$ cat src/rtl/lcd_mux_seq.sv
module lcd_mux_seq #(
  parameter int NCOM  = 4,
  parameter int NSEG  = 32,
  parameter int NPORT = 4,
  parameter int LW    = 2
) (
  input  logic                   clk,
  input  logic                   rst_n,
  input  logic                   frame_tick,
  input  logic                   duty3,
  input  logic                   bias2,
  input  logic                   inh_n,
  input  logic [NCOM*NSEG-1:0]   pix,
  input  logic [NPORT-1:0]       port_mask,
  input  logic [NPORT-1:0]       port_val,
  output logic [NCOM*LW-1:0]     com_lvl,
  output logic [NSEG*LW-1:0]     seg_lvl
);

  localparam int IW = (NCOM > 1) ? $clog2(NCOM) : 1;
  localparam int PBASE = NSEG - NPORT;
  localparam logic [IW-1:0] LAST_FULL  = IW'(NCOM - 1);
  localparam logic [IW-1:0] LAST_SHORT = IW'(NCOM - 2);
  localparam logic [LW-1:0] L_VSS  = LW'(0);
  localparam logic [LW-1:0] L_V2   = LW'(1);
  localparam logic [LW-1:0] L_V1   = LW'(2);
  localparam logic [LW-1:0] L_VLCD = LW'(3);

  logic [IW-1:0]   idx;
  logic            neg;
  logic            duty_act;
  logic [IW-1:0]   last;
  logic [NSEG-1:0] row;

  assign last = duty_act ? LAST_SHORT : LAST_FULL;

  always_ff @(posedge clk or negedge rst_n) begin
    if (!rst_n) begin
      idx      <= '0;
      neg      <= 1'b0;
      duty_act <= 1'b0;
    end else if (!inh_n) begin
      idx      <= '0;
      neg      <= 1'b0;
      duty_act <= duty3;
    end else if (frame_tick) begin
      if (idx == last) begin
        idx <= '0;
        neg <= ~neg;
      end else begin
        idx <= idx + 1'b1;
      end
    end
  end

  always_comb begin
    row = '0;
    for (int r = 0; r < NCOM; r++)
      if (idx == IW'(r)) row = pix[r*NSEG +: NSEG];
  end

  logic [LW-1:0] com_sel_l, com_idle_l, seg_on_l, seg_off_l;
  assign com_sel_l  = neg ? L_VSS : L_VLCD;
  assign com_idle_l = bias2 ? L_V1 : (neg ? L_V1 : L_V2);
  assign seg_on_l   = neg ? L_VLCD : L_VSS;
  assign seg_off_l  = bias2 ? L_V1 : (neg ? L_V2 : L_V1);

  for (genvar c = 0; c < NCOM; c++) begin : g_com
    logic sel;
    assign sel = (idx == IW'(c)) && (IW'(c) <= last);
    assign com_lvl[c*LW +: LW] = !inh_n ? L_VSS : (sel ? com_sel_l : com_idle_l);
  end

  for (genvar s = 0; s < NSEG; s++) begin : g_seg
    logic [LW-1:0] lcd_l;
    assign lcd_l = !inh_n ? L_VSS : (row[s] ? seg_on_l : seg_off_l);
    if (s >= PBASE) begin : g_port
      assign seg_lvl[s*LW +: LW] = port_mask[s-PBASE] ?
                                   (port_val[s-PBASE] ? L_VLCD : L_VSS) : lcd_l;
    end else begin : g_lcd
      assign seg_lvl[s*LW +: LW] = lcd_l;
    end
  end

  logic [NCOM-1:0] com_ext;
  always_comb
    for (int c = 0; c < NCOM; c++)
      com_ext[c] = (com_lvl[c*LW +: LW] == L_VSS) || (com_lvl[c*LW +: LW] == L_VLCD);

  p_scan_range_r3: assert property (@(posedge clk) disable iff (!rst_n)
    idx <= last);

  p_one_selected_r2: assert property (@(posedge clk) disable iff (!rst_n)
    inh_n |-> ($countones(com_ext) == 1));

  p_inhibit_hold_r7: assert property (@(posedge clk) disable iff (!rst_n)
    !inh_n |=> (idx == '0) && !neg);

  p_flip_on_wrap_r4: assert property (@(posedge clk) disable iff (!rst_n)
    (inh_n && frame_tick && idx == last) |=> (neg != $past(neg)));

  p_no_flip_idle_r4: assert property (@(posedge clk) disable iff (!rst_n)
    (inh_n && !frame_tick) |=> $stable(neg) && $stable(idx));

  p_duty_deferred_r8: assert property (@(posedge clk) disable iff (!rst_n)
    inh_n |=> $stable(duty_act));

endmodule

$ cat config.mk
export PLATFORM = sky130hd
export DESIGN_NAME = lcd_mux_seq
export DESIGN_NICKNAME = d
export VERILOG_FILES = /design/src/rtl/lcd_mux_seq.sv
export SDC_FILE = /design/constraint.sdc
export NUM_CORES = 1
export LEC_CHECK = 0
export BUFFER_PORTS_ARGS = -buffer_cell sky130_fd_sc_hd__clkbuf_2
export CAP_MARGIN = 20
export CORE_UTILIZATION = 27
export DETAILED_ROUTE_END_ITERATION = 16
export PLACE_DENSITY = 0.72
export SETUP_SLACK_MARGIN = 0.4
export SLEW_MARGIN = 0
export SYNTH_ARGS = -nofsm -noshare
export SYNTH_HDL_FRONTEND = slang
export SYNTH_SLANG_ARGS = --single-unit
$ cat constraint.sdc
create_clock -name clk -period 2 [get_ports clk]
set_input_delay 0 -clock clk [delete_from_list [all_inputs] [get_ports clk]]
set_output_delay 0 -clock clk [all_outputs]
set_load 0.01 [all_outputs]
==> metrics.md, run 1 <==
| Metric | Value |
|---|---|
| Violated checks | `negative setup slack` |
| Global-route wire length before repair | `15900 um` |
| Transition time at the pin with the least slew margin | `441 ps` |
| Routed len/inst | `17.8 um` |
| Met2 GRT Util | `42.7%` |
| Layout cell share with drive strength beyond 1 | `60.4%` |
| Number of synthesized flops with an enable pin | `0` |
| Yosys reg bits | `4` |
| Synthesized netlist cell count | `290` |
| Total routing usage reported by global routing | `23.6%` |
| Part of the Yosys area used for sequential elements | `4.66%` |
| Leading register cell type out of synthesis | `sky130_fd_sc_hd__dfrtp_1` |
| DR vias | `3479` |
| Worst voltage drop across the vdd grid | `0.393 mV` |
| Library cell occupying the most area in the post-synthesis netlist | `sky130_fd_sc_hd__a221o_1` |
| Maximum number of buffers from clock root to sink | `2` |
| 1st-iter DRT viols | `178` |
| Minimum clock period after layout | `2130 ps` |
| Floorplan die height | `91.2 um` |
| CTS tree | `built` |
| Crit end category | `output pin` |
| Period utilization | `106%` |
| Leakage dissipation | `1.86 nW` |
| Hold violation total from the final report | `0` |
| Core Box Area | `7730 sq um` |
| Crit path DAT | `2130 ps` |
| Global routing's busiest layer | `met2` |
| Layout-stage area growth over the synthesis result | `75.6%` |
| Netlist area before placement | `2150 sq um` |
| Mean instance size in the synthesized netlist | `7.41 sq um` |
| Top cells by area in the synthesized netlist | `sky130_fd_sc_hd__a221o_1, sky130_fd_sc_hd__a211oi_2, sky130_fd_sc_hd__a21oi_1, sky130_fd_sc_hd__nor3b_1, sky130_fd_sc_hd__nand2b_1` |
| DIE WIDTH | `91.2 um` |
| Starting Density | `27.8%` |
| Clock latency on the worst-skew pair | `230 ps` |
| Post-synth top area share | `14.4%` |
| # diodes | `0` |
| Vias in the first global route | `3188` |
| Area of the multi-input gates | `2010 sq um` |
| Commonest non-fill, non-tap cell in the layout | `sky130_fd_sc_hd__clkbuf_2` |
| Die Area | `8320 sq um` |
| Number of top-level pins | `214` |
| Largest driver fanout on the critical path | `11` |
| Number of antenna violations at the first check in global routing | `0` |
| TritonCTS Sinks | `4` |
| Standard-cell rows | `32` |
| WS Path Type | `flip-flop to output pin` |
| PnR worst setup slack | `-128 ps` |
| Ys Warns | `0` |
| Clock slew at reported path FFs | `40 ps` |
| Congestion Overflow GR | `0` |
| Largest stage delay, worst path | `460 ps` |
| Total Routed Length | `10800 um` |
| Final Wtd Congestion | `0.832` |
| Final Instance Area | `3770 sq um` |
| Instance area after placement | `3510 sq um` |
| Worst Hold Margin | `13.7 ps` |
| CTS H-Tree Depth | `1` |
| Final standard cell utilization of the core | `48.8%` |
| Detailed placer's ending HPWL | `7890 um` |
| Critical Path Source Type | `flip-flop` |
| Fin cells | `607` |
| Crit-path slowest cell | `sky130_fd_sc_hd__dfrtp_2` |
| Remaining DRCs | `0` |
| Ratio of routed vias to standard cells | `5.73` |
| Storage cell area | `103 sq um` |
| Largest net degree at the start of global routing | `28` |
| Final setup TNS | `-3070 ps` |
| Number of placed instances, taps included | `590` |
| Count of cell types in the netlist | `39` |
| Number of maximum-capacitance constraint violations | `0` |
| Endpoint required time on the critical path | `2000 ps` |
| Setup-failing EPs final | `37` |
| Filler cells | `750` |
| Unrepaired setup endpoints after global routing | `yes` |
| Clock Skew | `12.6 ps` |
| Proportion of register bits with asynchronous set or reset after synthesis | `100%` |
| Most frequent cells in the layout | `sky130_fd_sc_hd__clkbuf_2, sky130_fd_sc_hd__a21oi_1, sky130_fd_sc_hd__a221o_1, sky130_fd_sc_hd__nand2b_1, sky130_fd_sc_hd__buf_2` |
| Number of input and output port buffers inserted | `213` |
| Clock tree root driver cell | `sky130_fd_sc_hd__clkbuf_8` |
| 1st-pass router iterations | `4` |
| Met3 Usage GRT | `2.85%` |
| Met1 demand-to-capacity share in global routing | `29.5%` |
| Critical path, cell by cell | `ha_4 -> or2_4 -> buf_12 -> a221o_1 -> nor3b_1 -> a211oi_2 -> clkbuf_2` |
| Max-slew violation count | `0` |
| Total clock buffers created by CTS | `3` |
| Final antenna-violating net count | `0` |
| Classification of the worst-slack hold path | `input pin to flip-flop` |
| Layout net count | `652` |
| Max Clock Freq | `470 MHz` |
| Post-synthesis net count | `436` |
| Run status | `finished with violations` |
| PD cells | `391 nW/um^2` |
| Max_slew headroom | `70.6%` |
==> Yosys cell counts, types with 6 or more instances <==
master and n:
sky130_fd_sc_hd__nand2b_1 27, sky130_fd_sc_hd__a221o_1 31, sky130_fd_sc_hd__o22ai_1 27, sky130_fd_sc_hd__buf_2 12, sky130_fd_sc_hd__a21oi_1 38, sky130_fd_sc_hd__nor3b_1 23
sky130_fd_sc_hd__a211oi_1 6, sky130_fd_sc_hd__inv_1 7, sky130_fd_sc_hd__a211oi_2 20, sky130_fd_sc_hd__clkbuf_1 18, sky130_fd_sc_hd__nand2_1 8, sky130_fd_sc_hd__nor2_1 12
==> power breakdown <==
part | internal, W | switching [W]
registers | 0.0000876 | 0.0000116
clock network | 0.000137 | 0.0000556
logic | 0.000587 | 0.000597
total | 0.000811 | 0.000664
==> per-stage QoR <==
| stage | setup WS (ps) | power, W |
|---|---|---|
| floorplan | 252 | 0.000813 |
| global placement | 117 | 0.00117 |
| detailed placement | 73.6 | 0.00120 |
| CTS | -117 | 0.00144 |
| global route | -286 | 0.00158 |
| finish | -128 | 0.00148 |
==> area by class of cell <==
class                           count  area share, %
Tap cell                          102           3.38
Multi-Input combinational cell    243           53.2
Sequential cell                     4           2.72
Inverter                            8          0.862
Clock buffer                        4           1.19
Timing Repair Buffer              246           38.7
==> timing repair <==
item	CTS	global route
gates resized for setup	8	36
setup buffers	8	2
endpoints found under the hold margin	4	0
endpoints found under the setup margin	66	67
cloned	1	1
pin swaps	2	4
hold buffers	1	0
==> cell families after synthesis <==
family / after synthesis / synth area share, %
fa+ha+maj: 4 / 2.33
compound gates: 153 / 58.6
buf+inv: 43 / 9.60
xor+xnor: 2 / 0.815
flops: 4 / 4.66
mux: 2 / 0.990
simple gates: 82 / 23.0
==> registers in the layout, indices dropped and copies added (netlist names) <==
name	count
duty_act	1
neg	1
idx	2
==> worst max-delay path: cells and delay by family (launching register included) <==
family	cells	cell delay (ps)
adders and majority gates	1	200
DFF	1	460
and+or+nand+nor	2	450
AOI/OAI and AO/OA	2	450
buffers and inverters	2	330
==> per-layer routing <==
layer | wire (um) | part of all wire, %
met5 | 0 | 0
met4 | 177 | 1.6
met3 | 678 | 6.3
met2 | 5420 | 50
met1 | 4540 | 42
==> final timing paths <==
check / endpoint / slack, ps / startpoint / cells past startpoint
min in group asynchronous: idx[1] / 110 / rst_n / 2
hold / removal: duty_act / 10 / duty3 / 2
max in group asynchronous: neg / 1750 / rst_n / 2
setup reg to reg: neg / 520 / idx[0] / 6
setup / recovery: seg_lvl[1] / -130 / idx[1] / 7
hold reg to reg: duty_act / 600 / duty_act / 1
No activity file was read; power rests on OpenSTA's default activity.
==> run 2: changes to the inputs <==
REMOVE_ABC_BUFFERS = 1   (was unset)
==> run 2 against run 1 <==
  * The run still ends with negative setup slack left
  * Flip-flop and latch count is the same
  * First-iteration DRC count grew 2.2%
  * Clock-buffer cell count shrank 1
  * Fmax shrank 3.5%
  * Power grew 9.6%
  * Critical endpoint is now seg_lvl[41]
==> metrics.md, run 2 (synthesized netlist as in run 1, its figures left out) <==
| Metric | Value |
|---|---|
| Source of the worst register-to-register timing path | `idx[0]` |
| Largest registers ranked by flip-flop count | `idx (2), duty_act (1), neg (1)` |
| Setup-failing EPs final | `64 (+73%)` |
| Number of input and output port buffers inserted | `213 (unchanged)` |
| Worst voltage drop across the vdd grid | `0.297 mV (-25%)` |
| 1st-pass router iterations | `5 (+1)` |
| Hold violation total from the final report | `0 (unchanged)` |
| Minimum clock period after layout | `2200 ps (+76.6 ps)` |
| Top cell family by delay on the critical path | `buffers and inverters` |
| Final antenna-violating net count | `0 (unchanged)` |
| Max-slew violation count | `0 (unchanged)` |
| Leakage dissipation | `1.97 nW (+6.2%)` |
| Violated checks | `negative setup slack` |
| Total routing usage reported by global routing | `26.0% (+2.4 points)` |
| Critical path, cell by cell | `inv_2 -> buf_6 -> ha_4 -> or2_4 -> buf_16 -> a221o_1 -> nor3b_1 -> a211oi_2 -> buf_2` |
| TritonCTS Sinks | `4 (unchanged)` |
| Largest driver fanout on the critical path | `8 (-3)` |
| Endpoint required time on the critical path | `2000 ps (about the same)` |
| Crit-path slowest cell | `sky130_fd_sc_hd__dfrtp_1` |
| Remaining DRCs | `0 (unchanged)` |
| Filler cells | `746 (-0.53%)` |
| Critical Path Source Type | `flip-flop` |
| Worst Hold Margin | `10.0 ps (-3.68 ps)` |
| Starting Density | `27.8% (unchanged)` |
| Final setup TNS | `-7050 ps (-3990 ps)` |
| CTS H-Tree Depth | `1 (unchanged)` |
| CTS tree | `built` |
| Crit path DAT | `2200 ps (+70 ps)` |
| Clock latency on the worst-skew pair | `220 ps (about the same)` |
| DR vias | `3528 (+1.4%)` |
| Floorplan die height | `91.2 um (unchanged)` |
| Number of maximum-capacitance constraint violations | `0 (unchanged)` |
| Ratio of routed vias to standard cells | `5.67 (-1.0%)` |
| Largest stage delay, worst path | `380 ps (-80 ps)` |
| WS Path Type | `flip-flop to output pin` |
| Vias in the first global route | `3376 (+5.9%)` |
| Worst reg2reg setup slack | `710 ps (+190 ps)` |
| Clock slew at reported path FFs | `30 ps (about the same)` |
| Tot Pwr | `0.00162 W (+9.6%)` |
| Capture instance of the worst register-to-register path | `neg` |
| Final standard cell utilization of the core | `52.1% (+3.3 points)` |
| Commonest non-fill, non-tap cell in the layout | `sky130_fd_sc_hd__clkbuf_2` |
| Total clock buffers created by CTS | `3 (unchanged)` |
| DIE WIDTH | `91.2 um (unchanged)` |
| Min-Delay Endpoint | `duty_act` |
| Standard-cell rows | `32 (unchanged)` |
| Worst R2R Path Depth | `6 (unchanged)` |
| Classification of the worst-slack hold path | `input pin to flip-flop` |
| Run status | `finished with violations` |
| Routed len/inst | `18.7 um (+4.8%)` |
| Clock Skew | `2.48 ps (-10.1 ps)` |
| Number of antenna violations at the first check in global routing | `0 (unchanged)` |
| Number of flip-flops under the largest register name | `2 (unchanged)` |
| Global-route wire length before repair | `17000 um (+6.7%)` |
| Transition time at the pin with the least slew margin | `912 ps (+471 ps)` |
| 1st-iter DRT viols | `182 (+2.2%)` |
| Max Clock Freq | `454 MHz (-3.5%)` |
| Detailed placer's ending HPWL | `7550 um (-4.4%)` |
| Total Routed Length | `11600 um (+7.4%)` |
| Period utilization | `110% (+3.8 points)` |
| Clock tree root driver cell | `sky130_fd_sc_hd__clkbuf_8` |
| Layout cell share with drive strength beyond 1 | `62.5% (+2.1 points)` |
| Maximum number of buffers from clock root to sink | `2 (unchanged)` |
| PnR worst setup slack | `-205 ps (-76.6 ps)` |
| Unrepaired setup endpoints after global routing | `yes` |
| Most frequent cells in the layout | `sky130_fd_sc_hd__clkbuf_2, sky130_fd_sc_hd__a221o_1, sky130_fd_sc_hd__buf_2, sky130_fd_sc_hd__a21oi_1, sky130_fd_sc_hd__buf_4` |
| Max_slew headroom | `39.1% (-32 points)` |
| Layout-stage area growth over the synthesis result | `87.4%` |
| Layout net count | `668 (+2.5%)` |
| Core Box Area | `7730 sq um (unchanged)` |
| Largest net degree at the start of global routing | `27 (-3.6%)` |
| Final Wtd Congestion | `0.883 (+6.1%)` |
| Startpoint of the lowest-slack hold path | `duty3` |
| Number of buffers and inverters on the critical path | `4 (+2)` |
| PD cells | `401 nW/um^2 (+2.7%)` |
| Top reg by flops | `idx` |
| Congestion Overflow GR | `0 (unchanged)` |
| Instance count along the most critical hold path | `2 (unchanged)` |
| # diodes | `0 (unchanged)` |
| Crit end category | `output pin` |
| Number of top-level pins | `214 (unchanged)` |
| Die Area | `8320 sq um (unchanged)` |
-- run 2: worst max-delay path by stage --
stage           start  cells after the start           to  slack (ps)
3_3_place_gp   idx[0]                      7  seg_lvl[31]        -230
4_1_cts        idx[0]                      9  seg_lvl[33]        -200
3_5_place_dp   idx[0]                      7  seg_lvl[31]        -290
6_report       idx[0]                      9  seg_lvl[41]        -200
5_1_grt        idx[0]                      9  seg_lvl[33]        -270
2_1_floorplan  idx[1]                      6  seg_lvl[25]        -780
-- run 2: power breakdown --
group	total (W)	internal [W]	switching (W)
Sequential	0.0000939	0.0000871	0.00000676
Clock	0.000178	0.000129	0.0000486
Combinational	0.00135	0.000691	0.000654
Total	0.00162	0.000907	0.000710
-- run 2: repair_timing --
| action | in CTS | in global routing |
|---|---|---|
| setup endpoints to repair | 66 | 67 |
| gates cloned | 7 | 1 |
| hold buffers | 1 | 0 |
| resized for setup | 49 | 42 |
| pin swaps | 59 | 12 |
| setup buffers | 18 | 2 |
| endpoints found under the hold margin | 4 | 0 |
-- run 2: stage by stage --
stage | setup slack [ps] | instances | instance area, sq um
2_1_floorplan | -779 | 255 | 1970
3_3_place_gp | -226 | 590 | 3360
3_5_place_dp | -289 | 590 | 3360
4_1_cts | -202 | 619 | 3940
5_1_grt | -270 | 622 | 4030
6_report | -205 | 622 | 4030
-- run 2: worst reg2reg max path, cell delays in order (launching register included) --
cell	delay (ps)
sky130_fd_sc_hd__dfrtp_1	400
sky130_fd_sc_hd__buf_6	140
sky130_fd_sc_hd__buf_4	130
sky130_fd_sc_hd__xor2_1	180
sky130_fd_sc_hd__nand3_1	120
sky130_fd_sc_hd__xnor2_1	150
sky130_fd_sc_hd__nor2_1	50
-- run 2: final cells by class --
cell class                 count  area (sq um)  share of cell area (%)
tap                          102           128                    3.17
inverter                       8          30.0                   0.746
sequential                     4           100                    2.49
clock buffer                   3          41.3                    1.03
multi-input combinational    244          2070                    51.3
timing repair buffer         261          1660                    41.3
-- run 2: metal layers --
layer  up-vias  wire length (um)  global-route usage (%)
li1       1637                 -                       -
met1      1661              4910                    31.8
met2       202              5760                    48.2
met3        28               727                    2.60
met4         0               219                    6.88
met5         -                 0                       0
